--- src/rtl/sdw_pkg.sv ---
package sdw_pkg;

  typedef enum logic [3:0] {
    ST_IDLE,
    ST_GAP,
    ST_SBIT,
    ST_DATA,
    ST_CRC,
    ST_EBIT,
    ST_TURN,
    ST_TOKEN,
    ST_BUSY,
    ST_HALT
  } sdw_state_e;

  typedef enum logic [1:0] {
    TOK_OK,
    TOK_CRC,
    TOK_PROG
  } sdw_tok_e;

  localparam logic [15:0] SDW_CRC_POLY = 16'h1021;

endpackage

--- src/rtl/sdw_crc16_lane.sv ---
module sdw_crc16_lane
  import sdw_pkg::*;
(
  input  logic clk,
  input  logic rst_n,
  input  logic clr,
  input  logic feed,
  input  logic bit_in,
  input  logic drain,
  output logic msb
);

  logic [15:0] crc;

  // serial CRC16, zero start, shifted out MSB first after the payload
  always_ff @(posedge clk or negedge rst_n) begin
    if (!rst_n) begin
      crc <= '0;
    end else if (clr) begin
      crc <= '0;
    end else if (feed) begin
      crc <= {crc[14:0], 1'b0} ^ ((bit_in ^ crc[15]) ? SDW_CRC_POLY : 16'h0000);
    end else if (drain) begin
      crc <= {crc[14:0], 1'b0};
    end
  end

  assign msb = crc[15];

endmodule

--- src/rtl/sdw_token_decode.sv ---
module sdw_token_decode
  import sdw_pkg::*;
(
  input  logic [3:0] tok,
  output sdw_tok_e   res
);

  // tok = {start, s2, s1, s0}
  always_comb begin
    case (tok)
      4'b0010: res = TOK_OK;
      4'b1111: res = TOK_PROG;
      default: res = TOK_CRC;
    endcase
  end

endmodule

--- src/rtl/sd_write_engine.sv ---
module sd_write_engine
  import sdw_pkg::*;
#(
  parameter int DAT_W   = 4,
  parameter int LEN_W   = 10,
  parameter int NWR     = 2,
  parameter int BUSY_TO = 4096
) (
  input  logic             clk,
  input  logic             rst_n,
  input  logic             start,
  input  logic             multi,
  input  logic             stop,
  input  logic [LEN_W-1:0] blk_len,
  input  logic             s_valid,
  input  logic [7:0]       s_data,
  output logic             s_ready,
  input  logic [DAT_W-1:0] dat_i,
  output logic [DAT_W-1:0] dat_o,
  output logic             dat_oe,
  output logic             xfer_active,
  output logic             busy,
  output logic             accepted,
  output logic             crc_error,
  output logic             program_error,
  output logic             busy_timeout
);

  localparam int CPB   = 8 / DAT_W;
  localparam int SUB_W = (CPB > 1) ? $clog2(CPB) : 1;
  localparam int GAP_W = $clog2(NWR + 1);
  localparam int TO_W  = (BUSY_TO > 2) ? $clog2(BUSY_TO) : 1;

  sdw_state_e       state;
  logic [GAP_W-1:0] gap_cnt;
  logic [SUB_W-1:0] sub;
  logic [LEN_W-1:0] byte_cnt;
  logic [3:0]       bit_cnt;
  logic [7:0]       shreg;
  logic [3:0]       tok;
  logic [TO_W-1:0]  to_cnt;
  logic             closing;
  logic             fin;
  sdw_tok_e         tok_res;

  logic [DAT_W-1:0] nib;
  logic [DAT_W-1:0] crc_msb;
  logic             last_sub;
  logic             last_byte;
  logic             fin_now;

  assign nib       = shreg[7 -: DAT_W];
  assign last_sub  = (sub == SUB_W'(CPB - 1));
  assign last_byte = (byte_cnt == blk_len - LEN_W'(1));
  assign fin_now   = fin | stop;

  genvar k;
  generate
    for (k = 0; k < DAT_W; k++) begin : g_lane
      sdw_crc16_lane u_crc (
        .clk    (clk),
        .rst_n  (rst_n),
        .clr    (state == ST_SBIT),
        .feed   (state == ST_DATA),
        .bit_in (nib[k]),
        .drain  (state == ST_CRC),
        .msb    (crc_msb[k])
      );
    end
  endgenerate

  sdw_token_decode u_dec (
    .tok (tok),
    .res (tok_res)
  );

  always_comb begin
    case (state)
      ST_SBIT: dat_o = '0;
      ST_DATA: dat_o = nib;
      ST_CRC:  dat_o = crc_msb;
      default: dat_o = '1;
    endcase
  end

  assign dat_oe      = (state == ST_SBIT) || (state == ST_DATA) ||
                       (state == ST_CRC)  || (state == ST_EBIT);
  assign s_ready     = (state == ST_SBIT) ||
                       ((state == ST_DATA) && last_sub && !last_byte && !closing);
  assign xfer_active = (state != ST_IDLE);
  assign busy        = (state == ST_BUSY);

  always_ff @(posedge clk or negedge rst_n) begin
    if (!rst_n) begin
      state         <= ST_IDLE;
      gap_cnt       <= '0;
      sub           <= '0;
      byte_cnt      <= '0;
      bit_cnt       <= '0;
      shreg         <= '0;
      tok           <= '0;
      to_cnt        <= '0;
      closing       <= 1'b0;
      fin           <= 1'b0;
      accepted      <= 1'b0;
      crc_error     <= 1'b0;
      program_error <= 1'b0;
      busy_timeout  <= 1'b0;
    end else begin
      accepted  <= 1'b0;
      crc_error <= 1'b0;
      case (state)
        ST_IDLE: begin
          if (start) begin
            state         <= ST_GAP;
            gap_cnt       <= GAP_W'(NWR - 1);
            fin           <= !multi;
            closing       <= 1'b0;
            program_error <= 1'b0;
            busy_timeout  <= 1'b0;
          end
        end
        ST_GAP: begin
          if (stop)                 state   <= ST_IDLE;
          else if (gap_cnt != '0)   gap_cnt <= gap_cnt - GAP_W'(1);
          else if (s_valid)         state   <= ST_SBIT;
        end
        ST_SBIT: begin
          shreg    <= s_data;
          sub      <= '0;
          byte_cnt <= '0;
          state    <= ST_DATA;
          if (stop) begin closing <= 1'b1; fin <= 1'b1; end
        end
        ST_DATA: begin
          if (closing) begin
            state <= ST_EBIT;
          end else if (last_sub) begin
            if (last_byte) begin
              state   <= ST_CRC;
              bit_cnt <= 4'd15;
            end else begin
              shreg    <= s_data;
              sub      <= '0;
              byte_cnt <= byte_cnt + LEN_W'(1);
            end
          end else begin
            shreg <= shreg << DAT_W;
            sub   <= sub + SUB_W'(1);
          end
          if (stop) begin closing <= 1'b1; fin <= 1'b1; end
        end
        ST_CRC: begin
          if (closing || bit_cnt == 4'd0) state   <= ST_EBIT;
          else                            bit_cnt <= bit_cnt - 4'd1;
          if (stop) begin closing <= 1'b1; fin <= 1'b1; end
        end
        ST_EBIT: begin
          state   <= ST_TURN;
          bit_cnt <= 4'd1;
          if (stop) begin closing <= 1'b1; fin <= 1'b1; end
        end
        ST_TURN: begin
          if (bit_cnt == 4'd0) begin
            to_cnt <= '0;
            if (closing || stop) begin
              state <= ST_BUSY;
              fin   <= 1'b1;
            end else begin
              state   <= ST_TOKEN;
              bit_cnt <= 4'd4;
            end
          end else begin
            bit_cnt <= bit_cnt - 4'd1;
            if (stop) begin closing <= 1'b1; fin <= 1'b1; end
          end
        end
        ST_TOKEN: begin
          to_cnt <= '0;
          if (stop) begin
            // interrupted token, block not counted
            state <= ST_BUSY;
            fin   <= 1'b1;
          end else if (bit_cnt != 4'd0) begin
            tok     <= {tok[2:0], dat_i[0]};
            bit_cnt <= bit_cnt - 4'd1;
          end else begin
            case (tok_res)
              TOK_OK: begin
                accepted <= 1'b1;
                state    <= ST_BUSY;
              end
              TOK_PROG: begin
                program_error <= 1'b1;
                state         <= fin ? ST_IDLE : ST_HALT;
              end
              default: begin
                crc_error <= 1'b1;
                state     <= ST_BUSY;
              end
            endcase
          end
        end
        ST_BUSY: begin
          if (stop) fin <= 1'b1;
          if (dat_i[0]) begin
            state   <= fin_now ? ST_IDLE : ST_GAP;
            gap_cnt <= GAP_W'(NWR - 1);
          end else if (to_cnt == TO_W'(BUSY_TO - 1)) begin
            busy_timeout <= 1'b1;
            state        <= ST_IDLE;
          end else begin
            to_cnt <= to_cnt + TO_W'(1);
          end
        end
        ST_HALT: begin
          if (stop) state <= ST_IDLE;
        end
        default: state <= ST_IDLE;
      endcase
    end
  end

  // Quiet-cycle counter used only by the gap check below
  logic [GAP_W-1:0] quiet_cnt;
  always_ff @(posedge clk or negedge rst_n) begin
    if (!rst_n)                                  quiet_cnt <= '0;
    else if ((start && state == ST_IDLE) || busy) quiet_cnt <= '0;
    else if (quiet_cnt < GAP_W'(NWR))            quiet_cnt <= quiet_cnt + GAP_W'(1);
  end

  assert_gap_R2: assert property (@(posedge clk) disable iff (!rst_n)
    $rose(dat_oe) |-> (quiet_cnt >= GAP_W'(NWR)));

  assert_end_bit_R3: assert property (@(posedge clk) disable iff (!rst_n)
    $fell(dat_oe) |-> ($past(dat_o) == {DAT_W{1'b1}}));

  assert_ready_when_driving_R5: assert property (@(posedge clk) disable iff (!rst_n)
    s_ready |-> dat_oe);

  assert_token_spacing_R6: assert property (@(posedge clk) disable iff (!rst_n)
    (accepted || crc_error) |-> ($past(dat_oe, 8) && !$past(dat_oe, 7)));

  assert_outcome_excl_R7: assert property (@(posedge clk) disable iff (!rst_n)
    $onehot0({accepted, crc_error}));

  assert_no_block_after_prog_err_R9: assert property (@(posedge clk) disable iff (!rst_n)
    program_error |-> !dat_oe);

  assert_busy_hold_R10: assert property (@(posedge clk) disable iff (!rst_n)
    (busy && !dat_i[0]) |=> !dat_oe);

  assert_timeout_source_R11: assert property (@(posedge clk) disable iff (!rst_n)
    $rose(busy_timeout) |-> ($past(busy) && !$past(dat_i[0])));

endmodule

--- config.mk ---
export PLATFORM = sky130hd
export DESIGN_NAME = sd_write_engine
export DESIGN_NICKNAME = d
export VERILOG_FILES = /design/src/rtl/sdw_pkg.sv /design/src/rtl/sdw_crc16_lane.sv /design/src/rtl/sdw_token_decode.sv /design/src/rtl/sd_write_engine.sv
export SDC_FILE = /design/constraint.sdc
export NUM_CORES = 1
export LEC_CHECK = 0
export BUFFER_PORTS_ARGS = -buffer_cell sky130_fd_sc_hd__buf_2
export CORE_AREA = 2 2 101 103
export CTS_CLUSTER_DIAMETER = 40
export DETAILED_ROUTE_END_ITERATION = 8
export DIE_AREA = 0 0 103 105
export GPL_ROUTABILITY_DRIVEN = 0
export PLACE_DENSITY_LB_ADDON = 0.25
export SYNTH_ARGS = -nofsm -noshare
export SYNTH_HDL_FRONTEND = slang
export SYNTH_SLANG_ARGS = --single-unit
--- constraint.sdc ---
create_clock -name clk -period 2.7 [get_ports clk]
set_input_delay 0.27 -clock clk [delete_from_list [all_inputs] [get_ports clk]]
set_output_delay 0.27 -clock clk [all_outputs]
set_load 0.01 [all_outputs]
======== Word-level counts from Yosys, hierarchy flattened ========
Cells that the tools add are included.
word-level totals
  register bits ........................... 115
  output and inout bits ................... 12
  word-level logic and storage cells ...... 210
cells by class
  $add $sub $neg .......................... 6
  equality and inequality tests ........... 43
  mux-type cells .......................... 91
  bitwise operators ....................... 10
  reductions and logical operators ........ 42
operators by type and width
  cell                     number
  $mux W16                 12
  $mux W4                  25
  $xor A16 B16 Y16         4
  $mux W13                 4
  $pmux W4 S10             1
  $ne A2 B2 Y1 const B     19
  $mux W12                 3
  $pmux W12 S3             1
  $mux W10                 3
  $mux W1                  24
  $mux W8                  3
  $ne A3 B3 Y1 const B     8
  $pmux W10 S2             1
  $pmux W4 S5              1
  $eq A4 B3 Y1 const B     4
  $pmux W8 S2              1
  $reduce_bool A3 Y1       5
  $add A12 B1 Y12 const B  1
  $eq A12 B12 Y1 const B   1
  $eq A4 B2 Y1 const B     3
  $eq A4 B4 Y1 const B     3
  $pmux W4 S3              1
  $reduce_and A3 Y1        4
  $reduce_and A4 Y1        3
  other kinds (33)         57

======== Logic depth before layout (Yosys ltp) ========
  depth in word-level cells ............... 8
  mapped depth ............................ 11

======== By module ========
From an unflattened synthesis, not the netlist that was laid out.
second synthesis, totals
  cells, all modules ...................... 658
  area, all modules ....................... 5,969.5 um^2
by module, submodules not included
  module            times used  cells each  area each (um^2)
  sd_write_engine   1           375         3,209.3
  sdw_crc16_lane    4           70          683.2
  sdw_token_decode  1           3           27.5

======== Least setup slack after synthesis ========
OpenSTA, ideal clock, no wires.
  path kind ............................... input to register
  from .................................... input blk_len[2]
  to ...................................... register shreg[0]
  library setup time ...................... 0.128 ns
  arrival time ............................ 2.545 ns
  required time ........................... 2.572 ns
  path slack .............................. 0.027 ns
  stages .................................. 8
  path through ............................ or4_4 > or4_1 > xnor2_1 > o2111ai_2 > o31ai_1 > a211o_1 > buf_2 > mux2_1
between the ends
  cells in the longest elaborated chain, start to end .. 4
ends and longest elaborated chain
  what                         line                    RTL
  start: declaration           sd_write_engine.sv:14   input logic [LEN_W-1:0] blk_len,
  $sub A10 B1 Y10              sd_write_engine.sv:54   assign last_byte = (byte_cnt == blk_len - LEN_W'(1));
  $eq A10 B10 Y1               sd_write_engine.sv:54
  $ne A3 B3 Y1 (no line)       n/a
  $reduce_and A3 Y1 (no line)  n/a
  end signal: assignment       sd_write_engine.sv:129  shreg <= s_data;
  end signal: assignment       sd_write_engine.sv:143  shreg <= s_data;
  end signal: assignment       sd_write_engine.sv:148  shreg <= shreg << DAT_W;
  end: declaration             sd_write_engine.sv:39   logic [7:0] shreg;
Every way passes these cells.
A chain may end at the register's enable or synchronous reset.

======== Worst setup path after layout ========
  from .................................... input blk_len[2]
  to ...................................... output s_ready
between the ends
  cells in the longest elaborated chain, start to end .. 6
ends and longest elaborated chain
  what                              line                   RTL
  $sub A10 B1 Y10                   sd_write_engine.sv:54
  $eq A10 B10 Y1                    sd_write_engine.sv:54
  $logic_not A1 Y1                  sd_write_engine.sv:89  ((state == ST_DATA) && last_sub && !last_byte && !closing);
  $logic_and A1 B1 Y1 (2 in a row)  sd_write_engine.sv:89
  $logic_or A1 B1 Y1                sd_write_engine.sv:88  assign s_ready = (state == ST_SBIT) ||
  end: declaration                  sd_write_engine.sv:17  output logic s_ready,
Every way passes these cells.

==> flow_metrics.tcl <==
set metrics [dict create \
    power_uw 7276 \
    core_area_um2 9639 \
    dr.pass1.iters 5 \
    synth_area_leader_cell "dfrtp_1" \
    crit_arrival_ns 2.36 \
    multi_input_area_um2 2771 \
    ff_latch_area_um2 2878 \
    synth_edf_count 0 \
    postRouteAntennaNets 0 \
    synth_seq_cells 115 \
    synth.avg_cell_area_um2 8.916 \
    hold_viol_final 0 \
    ir_worst_vdd_mv 0.6793 \
    final_cell_mix "143 x nand2_1, 115 x dfrtp_1, 79 x nand3_1, 36 x nor2_1, 35 x buf_2" \
    grt_pass1_vias 4716 \
    num_vias 4819 \
    cts_tree "done" \
    detail_route.vias_per_cell 5.656 \
    p_leak_uw 0.003397 \
    max_stage_delay_ns 0.54 \
    skew_ns 0.006786 \
    drive_gt1_frac 0.1711 \
    overflow 0 \
    async_flop_share 1.000 \
    cts_buffer_depth 2 \
    fin_crit_ns 2.632 \
    antenna_found_initial 0 \
    rows 36 \
    cts_buffers 17 \
    report.final.slew_viol_count 0 \
    io_pins 40 \
    yosys.cell_types.count 56 \
    drt_iter0_drc 323 \
    yosys_warnings 0 \
    routed_wl_um 12770 \
    rsz0062_at_grt "no" \
    grt_usage 0.2493 \
    die_area_um2 10820 \
    path_buf_inv 3 \
    stdcell_area_um2 6990 \
    h-tree-depth 4 \
    min_path_type "input pin to flip-flop" \
    ys.flop_type "dfrtp_1" \
    dp_hpwl_um 7868 \
    worst_path_max_delay_cell "or4_4" \
    crit_type "input pin to primary output" \
    outcome "complete, no violations" \
    cp_max_fo 3 \
    synth_nets 687 \
    grt_pass1_wl_um 21340 \
    dpl_cell_area_um2 6316 \
    max_freq_ghz 0.3799 \
    cts-root-buf "clkbuf_8" \
    cap_violations 0 \
    min_period_over_period 0.9750 \
    finalSetupTns_ns 0 \
    die-height_um 105 \
    layout_commonest_cell "nand2_1" \
    relSlewSlack 0.5995 \
    n_antenna_cell 0 \
    power_density_nw_per_um2 1041 \
    cp-start-kind "input pin" \
    drc 0 \
    die_w_um 103 \
    grt_max_degree 71 \
    port_buffers 36 \
    clk_latency_ns 0.52 \
    clkTransAtPathRegs_ns 0.06 \
    yosysSeqAreaShare 0.4943 \
    worst_pin_slew_ns 0.6007 \
    critPathRequiredTime_ns 2.43 \
    start_util 0.6040 \
    cp_top_family "simple AND/OR/NAND/NOR gates" \
    syn_inst 653 \
    worstPathCellList "buf_2 -> or4_4 -> or4_4 -> xnor2_2 -> o2111ai_2 -> buf_4 -> o21bai_4 -> nand2_2 -> buf_2" \
    final_nets 740 \
    yosys-top-cells-area "dfrtp_1 49%, nand2_1 9.4%, nand3_1 6.8%" \
    netlist.area_leader.share 0.4943 \
    syn_area_um2 5822 \
    cts_sinks 115 \
    endpoint_kind "primary output" \
    wl_per_cell_um 14.99 \
    syn2layout_area_growth_pct 20.07 \
    fill_cells 696 \
    setup_viol 0 \
]
-- per-stage QoR --
step                      std cells    util  setup WS (ns)  hold WS [ns]
after global placement          816  0.6552        -0.2127        0.3009
after CTS                       851  0.7230       0.007117       0.01882
final                           852  0.7252        0.06751       0.03132
after detailed placement        816  0.6552        -0.2464        0.3054
after floorplan                 653       -        0.02728      -0.02559
after global routing            852  0.7252       0.002783       0.02599
-- final timing paths --
check / startpoint / to / depth (start not counted) / slack, ns
max: blk_len[2] / s_ready / 9 / 0.07
min: dat_i[0] / tok[0] / 2 / 0.03
max reg2reg: state[0] / byte_cnt[7] / 8 / 0.27
min reg2reg: g_lane[1].u_crc.crc[9] / g_lane[1].u_crc.crc[10] / 2 / 0.46
max in group asynchronous: rst_n / g_lane[3].u_crc.crc[3] / 3 / 1.61
min in group asynchronous: rst_n / crc_error / 2 / 0.29
-- cell families (layout without fill, tap and decap cells) --
family	Yosys count	count (layout)	share of synthesized area
mux	20	20	0.03783
xor+xnor	36	36	0.05416
buf+inv	55	121	0.03718
flops	115	115	0.4943
fa+ha+maj	6	6	0.01289
simple gates	321	321	0.2534
compound gates	100	100	0.1103
-- where the power goes --
| part | total (uW) | switching, uW | internal, uW | leakage (uW) |
|---|---|---|---|---|
| combinational | 2360 | 1480 | 885 | 0.00156 |
| sequential | 2610 | 379 | 2230 | 0.00154 |
| clock | 2300 | 820 | 1480 | 0.000295 |
-- state kept, by name, indices dropped and copies added (netlist names), 2 cells and up --
register and count:
g_lane.u_crc.crc 64, to_cnt 12, byte_cnt 10, shreg 8
bit_cnt 4, state 4, tok 4, gap_cnt 2
-- worst register-to-register path: cells and delay by family (launching register included) --
kind | cells | cell delay, ns
DFF | 1 | 0.58
buffers and inverters | 2 | 0.31
AOI/OAI and AO/OA | 1 | 0.19
and+or+nand+nor | 5 | 1.30
-- repair_timing --
action | in CTS | in global routing
endpoints found under the setup margin | 1 | 1
buffers inserted | 0 | 1
resized for setup | 2 | 3
endpoints found under the hold margin | 48 | 0
hold buffers | 3 | 0
pin swaps | 1 | 3
cloned | 0 | 0
-- area by class of cell --
class,instances,area share
Clock buffer,21,0.06569
Clock inverter,11,0.02148
Inverter,16,0.008591
Multi-Input combinational cell,483,0.3965
Sequential cell,115,0.4117
Tap cell,133,0.02381
Timing Repair Buffer,73,0.07231
-- cell usage after synthesis, types with 3 or more instances --
cell type / number
nor2b_1: 7
nand2b_1: 8
a21oi_1: 35
nor2_1: 36
o21a_1: 3
mux2_2: 8
or4_1: 5
buf_1: 8
xor2_1: 22
and3_1: 4
o31ai_1: 9
ha_1: 6
nand4_1: 4
o21ai_0: 27
o211ai_1: 5
nand3_1: 79
mux2i_1: 4
nor4_1: 4
xnor2_1: 14
mux2_1: 8
inv_1: 16
and2_1: 4
nor3_1: 8
nand2_1: 146
or3_1: 5
dfrtp_1: 115
clkbuf_1: 28
-- per-layer routing --
metal | up-vias | GRT usage | wire (um)
li1 | 2338 | - | -
met1 | 2325 | 0.3210 | 5571
met2 | 132 | 0.4119 | 6487
met3 | 24 | 0.05552 | 499
met4 | 0 | 0.08553 | 212
met5 | - | 0 | 0
No activity file was read; power rests on OpenSTA's default activity.
